<file path="config.mk">
export PLATFORM = sky130hd
export DESIGN_NAME = dma_req_acceptor
export DESIGN_NICKNAME = d
export VERILOG_FILES = /design/src/rtl/dra_pkg.sv /design/src/rtl/dra_accept.sv /design/src/rtl/dra_counters.sv /design/src/rtl/dra_seq.sv /design/src/rtl/dma_req_acceptor.sv
export SDC_FILE = /design/constraint.sdc
export NUM_CORES = 1
export LEC_CHECK = 0
export BUFFER_PORTS_ARGS = -buffer_cell sky130_fd_sc_hd__buf_2
export CORE_MARGIN = 2
export CORE_UTILIZATION = 50
export CTS_CLUSTER_SIZE = 12
export DETAILED_ROUTE_END_ITERATION = 6
export GPL_ROUTABILITY_DRIVEN = 0
export GPL_TIMING_DRIVEN = 0
export HOLD_SLACK_MARGIN = 0.06
export PLACE_DENSITY = 0.78
export REMOVE_ABC_BUFFERS = 1
export SLEW_MARGIN = 10
export SYNTH_ARGS = -nofsm -noshare
export SYNTH_HDL_FRONTEND = slang
export SYNTH_SLANG_ARGS = --single-unit
</file>
<file path="constraint.sdc">
create_clock -name clk -period 2.2 [get_ports clk]
set_clock_uncertainty 0.1 [all_clocks]
set_input_delay 0.11 -clock clk [delete_from_list [all_inputs] [get_ports clk]]
set_output_delay 0.11 -clock clk [all_outputs]
set_load 0.02 [all_outputs]
</file>
<file path="src/rtl/dra_pkg.sv">
package dra_pkg;

  typedef enum logic [2:0] {
    PH_IDLE = 3'd0,
    PH_ARB  = 3'd1,
    PH_ACT  = 3'd2,
    PH_RD   = 3'd3,
    PH_WR   = 3'd4,
    PH_DEAD = 3'd5
  } phase_t;

  // true when a down-counter holds its final unit
  function automatic logic one_left(input int unsigned v);
    return v == 1;
  endfunction

  // cycles between block starts with request low and grant high
  function automatic int unsigned block_period(input int unsigned pairs);
    return 2 * pairs + 5;
  endfunction

  // data phases that drive the acknowledge
  function automatic logic is_access(input phase_t p);
    return (p == PH_RD) || (p == PH_WR);
  endfunction

endpackage

</file>
<file path="src/rtl/dra_accept.sv">
module dra_accept (
  input  logic clk,
  input  logic rst_n,
  input  logic req_n,
  input  logic open_evt,
  input  logic reopen_evt,
  input  logic clear_evt,
  output logic acc_open,
  output logic pend
);

  logic take;
  assign take = acc_open && !req_n;

  always_ff @(posedge clk) begin
    if (!rst_n) begin
      acc_open <= 1'b0;
      pend     <= 1'b0;
    end else begin
      if (open_evt || reopen_evt) acc_open <= 1'b1;
      else if (take)              acc_open <= 1'b0;
      if (take)           pend <= 1'b1;
      else if (clear_evt) pend <= 1'b0;
    end
  end


  window_excl_chk: assert property (@(posedge clk) disable iff (!rst_n)
    !(acc_open && pend));


  latch_in_window_chk: assert property (@(posedge clk) disable iff (!rst_n)
    $rose(pend) |-> $past(acc_open));

endmodule

</file>
<file path="src/rtl/dra_counters.sv">
module dra_counters #(
  parameter int BLK_W = 8,
  parameter int CNT_W = 8
) (
  input  logic             clk,
  input  logic             rst_n,
  input  logic             load,
  input  logic [BLK_W-1:0] blk_size,
  input  logic [CNT_W-1:0] xfer_cnt,
  input  logic             beat_load,
  input  logic             beat_step,
  input  logic             blk_step,
  output logic             last_beat,
  output logic             last_blk
);
  import dra_pkg::*;

  localparam logic [BLK_W-1:0] BEAT_ONE = BLK_W'(1);
  localparam logic [CNT_W-1:0] BLK_ONE  = CNT_W'(1);

  logic [BLK_W-1:0] len_q, beat_q;
  logic [CNT_W-1:0] blk_q;

  always_ff @(posedge clk) begin
    if (!rst_n) begin
      len_q  <= '0;
      beat_q <= '0;
      blk_q  <= '0;
    end else begin
      if (load) begin
        len_q <= blk_size;
        blk_q <= xfer_cnt;
      end else if (blk_step) begin
        blk_q <= blk_q - BLK_ONE;
      end
      if (beat_load)      beat_q <= len_q;
      else if (beat_step) beat_q <= beat_q - BEAT_ONE;
    end
  end

  assign last_beat = one_left(32'(beat_q));
  assign last_blk  = one_left(32'(blk_q));

endmodule

</file>
<file path="src/rtl/dra_seq.sv">
module dra_seq (
  input  logic            clk,
  input  logic            rst_n,
  input  logic            pend,
  input  logic            bus_gnt,
  input  logic            last_beat,
  input  logic            last_blk,
  output dra_pkg::phase_t state,
  output logic            bus_req,
  output logic            xfer_ack,
  output logic            act_evt,
  output logic            wr_evt,
  output logic            dead_evt,
  output logic            finish_evt,
  output logic            reopen_evt,
  output logic            done
);
  import dra_pkg::*;

  phase_t nxt;

  always_comb begin
    nxt = state;
    unique case (state)
      PH_IDLE: if (pend) nxt = PH_ARB;
      PH_ARB:  if (bus_gnt) nxt = PH_ACT;
      PH_ACT:  nxt = PH_RD;
      PH_RD:   nxt = PH_WR;
      PH_WR:   nxt = last_beat ? PH_DEAD : PH_RD;
      PH_DEAD: nxt = PH_IDLE;
      default: nxt = PH_IDLE;
    endcase
  end

  always_ff @(posedge clk) begin
    if (!rst_n) begin
      state <= PH_IDLE;
      done  <= 1'b0;
    end else begin
      state <= nxt;
      done  <= finish_evt;
    end
  end

  assign act_evt    = (state == PH_ACT);
  assign wr_evt     = (state == PH_WR);
  assign dead_evt   = (state == PH_DEAD);
  assign finish_evt = dead_evt && last_blk;
  assign reopen_evt = dead_evt && !last_blk;
  assign bus_req    = (state == PH_ARB) || (state == PH_ACT) || is_access(state);
  assign xfer_ack   = is_access(state);


  grant_wait_chk: assert property (@(posedge clk) disable iff (!rst_n)
    (state == PH_ARB && !bus_gnt) |=> (state == PH_ARB));


  act_to_read_chk: assert property (@(posedge clk) disable iff (!rst_n)
    (state == PH_ACT) |=> (state == PH_RD));


  dead_release_chk: assert property (@(posedge clk) disable iff (!rst_n)
    (state == PH_DEAD) |-> !bus_req);


  ack_owned_chk: assert property (@(posedge clk) disable iff (!rst_n)
    xfer_ack |-> bus_req);


  done_after_dead_chk: assert property (@(posedge clk) disable iff (!rst_n)
    done |-> ($past(state) == PH_DEAD) && (state == PH_IDLE));

endmodule

</file>
<file path="src/rtl/dma_req_acceptor.sv">
module dma_req_acceptor #(
  parameter int BLK_W = 8,
  parameter int CNT_W = 8
) (
  input  logic             clk,
  input  logic             rst_n,
  input  logic             req_n,
  input  logic             en_wr,
  input  logic [BLK_W-1:0] blk_size,
  input  logic [CNT_W-1:0] xfer_cnt,
  input  logic             bus_gnt,
  output logic             bus_req,
  output logic             xfer_ack,
  output logic             done,
  output logic [2:0]       phase
);
  import dra_pkg::*;

  logic   en_q, en_accept;
  logic   acc_open, pend;
  logic   act_evt, wr_evt, dead_evt, finish_evt, reopen_evt;
  logic   last_beat, last_blk;
  phase_t state;

  // enable taken only when idle-disabled and both sizes are nonzero
  assign en_accept = en_wr && !en_q && (|blk_size) && (|xfer_cnt);

  always_ff @(posedge clk) begin
    if (!rst_n)          en_q <= 1'b0;
    else if (en_accept)  en_q <= 1'b1;
    else if (finish_evt) en_q <= 1'b0;
  end

  dra_accept u_accept (
    .clk        (clk),
    .rst_n      (rst_n),
    .req_n      (req_n),
    .open_evt   (en_accept),
    .reopen_evt (reopen_evt),
    .clear_evt  (act_evt),
    .acc_open   (acc_open),
    .pend       (pend)
  );

  dra_counters #(.BLK_W(BLK_W), .CNT_W(CNT_W)) u_counters (
    .clk       (clk),
    .rst_n     (rst_n),
    .load      (en_accept),
    .blk_size  (blk_size),
    .xfer_cnt  (xfer_cnt),
    .beat_load (act_evt),
    .beat_step (wr_evt),
    .blk_step  (dead_evt),
    .last_beat (last_beat),
    .last_blk  (last_blk)
  );

  dra_seq u_seq (
    .clk        (clk),
    .rst_n      (rst_n),
    .pend       (pend),
    .bus_gnt    (bus_gnt),
    .last_beat  (last_beat),
    .last_blk   (last_blk),
    .state      (state),
    .bus_req    (bus_req),
    .xfer_ack   (xfer_ack),
    .act_evt    (act_evt),
    .wr_evt     (wr_evt),
    .dead_evt   (dead_evt),
    .finish_evt (finish_evt),
    .reopen_evt (reopen_evt),
    .done       (done)
  );

  assign phase = state;


  closed_when_off_chk: assert property (@(posedge clk) disable iff (!rst_n)
    !en_q |-> (!acc_open && !pend));


  clear_on_act_chk: assert property (@(posedge clk) disable iff (!rst_n)
    act_evt |=> !pend);

endmodule

</file>
==> results by group <==
Status
  – Status: finished, final reports clean

Power
  – Clk pwr share: 29.0%
  – Register share of total power: 55.1%
  – Pwr dens: 566.7 mW/mm^2
  – Gate power share: 16.0%
  – Tot Pwr: 1.125 mW
  – P_int: 802.0 uW
  – VDD IR max: 0.4289 mV
  – Sw Ratio: 28.73%
  – Switching pwr: 323.3 uW
  – Leakage: 0.7739 nW

Critical path
  – Crit. End Element: flip-flop
  – Worst Path Arrival: between 2 and 2.5 ns
  – Crit-path slowest cell: dlygate4sd3_1
  – CP Buf/Inv Count: 3
  – Startpoint Class: primary input
  – Crit Path Category: in2reg
  – Max incr delay on CP: 0.57 ns
  – CP cell instances: dlygate4sd3_1, buf_2, nor4_1, and2_4, o31ai_1, dlygate4sd3_1, a21oi_1
  – Worst Path Max Fanout: 16
  – Family with the most delay on the worst path: buffers and inverters
  – Cell mode on critical path: dlygate4sd3_1
  – Critical path data required time: 2.38 ns

Final layout
  – Final Util: 65.04%
  – Fraction of layout cells with a size suffix above 1: 16.95%
  – Filler cells: 286
  – Nets: 260
  – Post-route cell area: 0.001986 sq mm
  – Post-route insts no fill: between 200 and 300
  – Antenna cells: 0
  – Synth-to-layout area growth: 23.98%

STA
  – # setup viols final: 0
  – Fmax: approximately 460 MHz
  – Fin Setup TNS: 0 ns
  – Relative slew slack: 49.89%
  – Tightest Pin Transition: between 0.7 and 0.8 ns
  – Final worst-path cycle share: 97.80%
  – Slack of the critical path: between 0.04 and 0.05 ns
  – Max Slew Vio Count: 0
  – Final Critical Period: about 2.2 ns
  – Hold Slack: 0.1164 ns
  – Final hold violations: 0

Yosys
  – Mapped cell area: about 0.0016 sq mm
  – Cell variety after synth: 43
  – Most common cell in the netlist: dfxtp_1
  – Synth area leader: dfxtp_1
  – Syn avg cell area: 8.213 sq um
  – Post-synth top area share: 38.75%
  – Post-synthesis sequential area ratio: roughly two fifths
  – EDFF count, synth: 0
  – List of most frequent post-synthesis cells: 31 x dfxtp_1, 26 x a21oi_1, 15 x nor2_1
  – Prevailing post-synth register cell: dfxtp_1
  – Synth warn: 0
  – Flops & latches, synth: 31
  – Share of flip-flops with an asynchronous set or reset: 0%
  – Mapped Cells: 195
  – Synth area leaders: dfxtp_1 39%, a21oi_1 8.1%, o21ai_0 3.8%, nor2_1 3.5%, ha_1 3.1%

Floorplan
  – Core Region: between 0.003 and 0.004 sq mm
  – Die W: 60.60 um
  – Io pins: 27
  – Cell Rows: 20
  – Starting Density: 52.46%
  – Die height: 60.60 um
  – Die area: 0.003672 sq mm

Global routing
  – Vias in the first global route: between 1,000 and 1,500
  – Initial antenna violation count: 0
  – Largest net degree at the start of global routing: 25
  – Overflow after GRT: 0
  – First-pass GRT wire length: around 6600 um
  – All-Layer GR Usage: 24.72%

Routing
  – Residual DRC count: 0
  – DR vias: 1,592
  – Number of vias per cell: 5.686
  – First-pass DRT Iterations: 4
  – Final antenna-violating net count: 0
  – WL final: 3988 um
  – Routed wire length per instance: 14.24 um
  – Initial drt markers: 73

Placement
  – Place WS: between 0.04 and 0.05 ns
  – Port-buffer cells: 26
  – Placed Cells: roughly 250
  – Placed wire-length estimate: 2400 um
  – Area post-placement: 0.001733 sq mm

Clock network
  – CTS tree: yes
  – TritonCTS sink count: 31
  – Root Driver: clkbuf_4
  – Worst-path clk slew: 0.10 ns
  – Clock latency on the worst-skew pair: 0.35 ns
  – Clock tree buffer depth: 2
  – H-tree levels: 2
  – CTS Buf Count: 5

Job
  – Max-Cap Viols: 0

Worst hold path
  – Worst Hold Class: in2reg
==> tightest hold or removal path, stage by stage <==
cell,delay [ns]
buf_2,0.09
inv_1,0.08
a211oi_2,0.10
nand2_1,0.09
a21oi_1,0.05
==> area by class of cell <==
cell class / count / area (sq um) / share of cell area [%]
clock buffers: 7 / 45.04 / 2.268
clock inverters: 1 / 5.005 / 0.2520
inverters: 8 / 30.03 / 1.512
multi-input cells: 144 / 909.6 / 45.81
flip-flops and latches: 31 / 620.6 / 31.25
well taps: 44 / 55.05 / 2.773
repair buffers: 45 / 320.3 / 16.13
==> worst paths after layout <==
check | start | endpoint | slack [ns] | cells after the start
max | xfer_cnt[0] | u_counters.blk_q[6]$_SDFFE_PN0P_ | 0.05 | 7
min | en_wr | u_counters.blk_q[1]$_SDFFE_PN0P_ | 0.12 | 5
max reg2reg | en_q$_SDFFE_PN0P_ | u_counters.blk_q[6]$_SDFFE_PN0P_ | 0.23 | 4
min reg2reg | u_counters.len_q[5]$_SDFFE_PN0P_ | u_counters.len_q[5]$_SDFFE_PN0P_ | 0.39 | 2
==> per-layer routing <==
metal / global-route usage, % / vias to the layer above / part of all wire (%)
met5: 0 / - / 0
met4: 9.006 / 0 / 2.0
met3: 7.676 / 11 / 4.8
met2: 37.33 / 47 / 46
met1: 33.42 / 744 / 47
li1: - / 790 / -
==> cells in the final DEF, fill, tap and decap left out, types with 2 or more instances in the layout <==
cell type      netlist  final
nor2b_1              3      3
o21a_1               2      2
dfxtp_1             31     31
o31ai_1              5      5
and3b_1              2      2
and3_1               2      2
buf_2                7     26
nor3b_2              1      2
xor2_1               4      4
nor2_1              15     15
a31oi_1              2      2
o21ai_0             12     12
ha_1                 4      4
nand2_1             12     12
a22oi_1              2      2
clkbuf_4             0      5
nand2b_1             2      2
a211oi_1             3      2
nor4_1               7      7
a21oi_1             26     26
dlygate4sd3_1        0     19
nor3_1               5      5
inv_1                8      8
a221oi_1             2      2
clkbuf_1             5      2
xnor2_1              3      3
nand3_1             10     10
==> flip-flops by register name, summed over array words and instances (netlist names) <==
name,count
u_counters.blk_q,8
u_seq.state,3
en_q,1
u_counters.len_q,8
u_seq.done,1
u_accept.acc_open,1
u_counters.beat_q,8
u_accept.pend,1
==> power by group through the flow <==
stage               sequential [mW]  combinational [mW]  clock [mW]
detailed placement            0.631               0.146           0
CTS                           0.618               0.172       0.325
floorplan                     0.627              0.0954           0
finish                        0.620               0.180       0.326
global route                  0.624               0.199       0.354
global placement              0.630               0.145           0
==> cell families after synthesis <==
logic type	Yosys count	share of synthesized area, %
flops	31	38.75
compound gates	63	24.22
fa+ha+maj	4	3.125
xor+xnor	7	3.828
simple gates	70	24.84
buf+inv	20	5.234
==> timing repair <==
item	4_1_cts	5_1_grt
endpoints found under the hold margin	21	0
setup buffers	0	0
hold buffers	19	0
gates resized for setup	0	3
setup endpoints to repair	0	2
(Power assumes the default switching activity.)
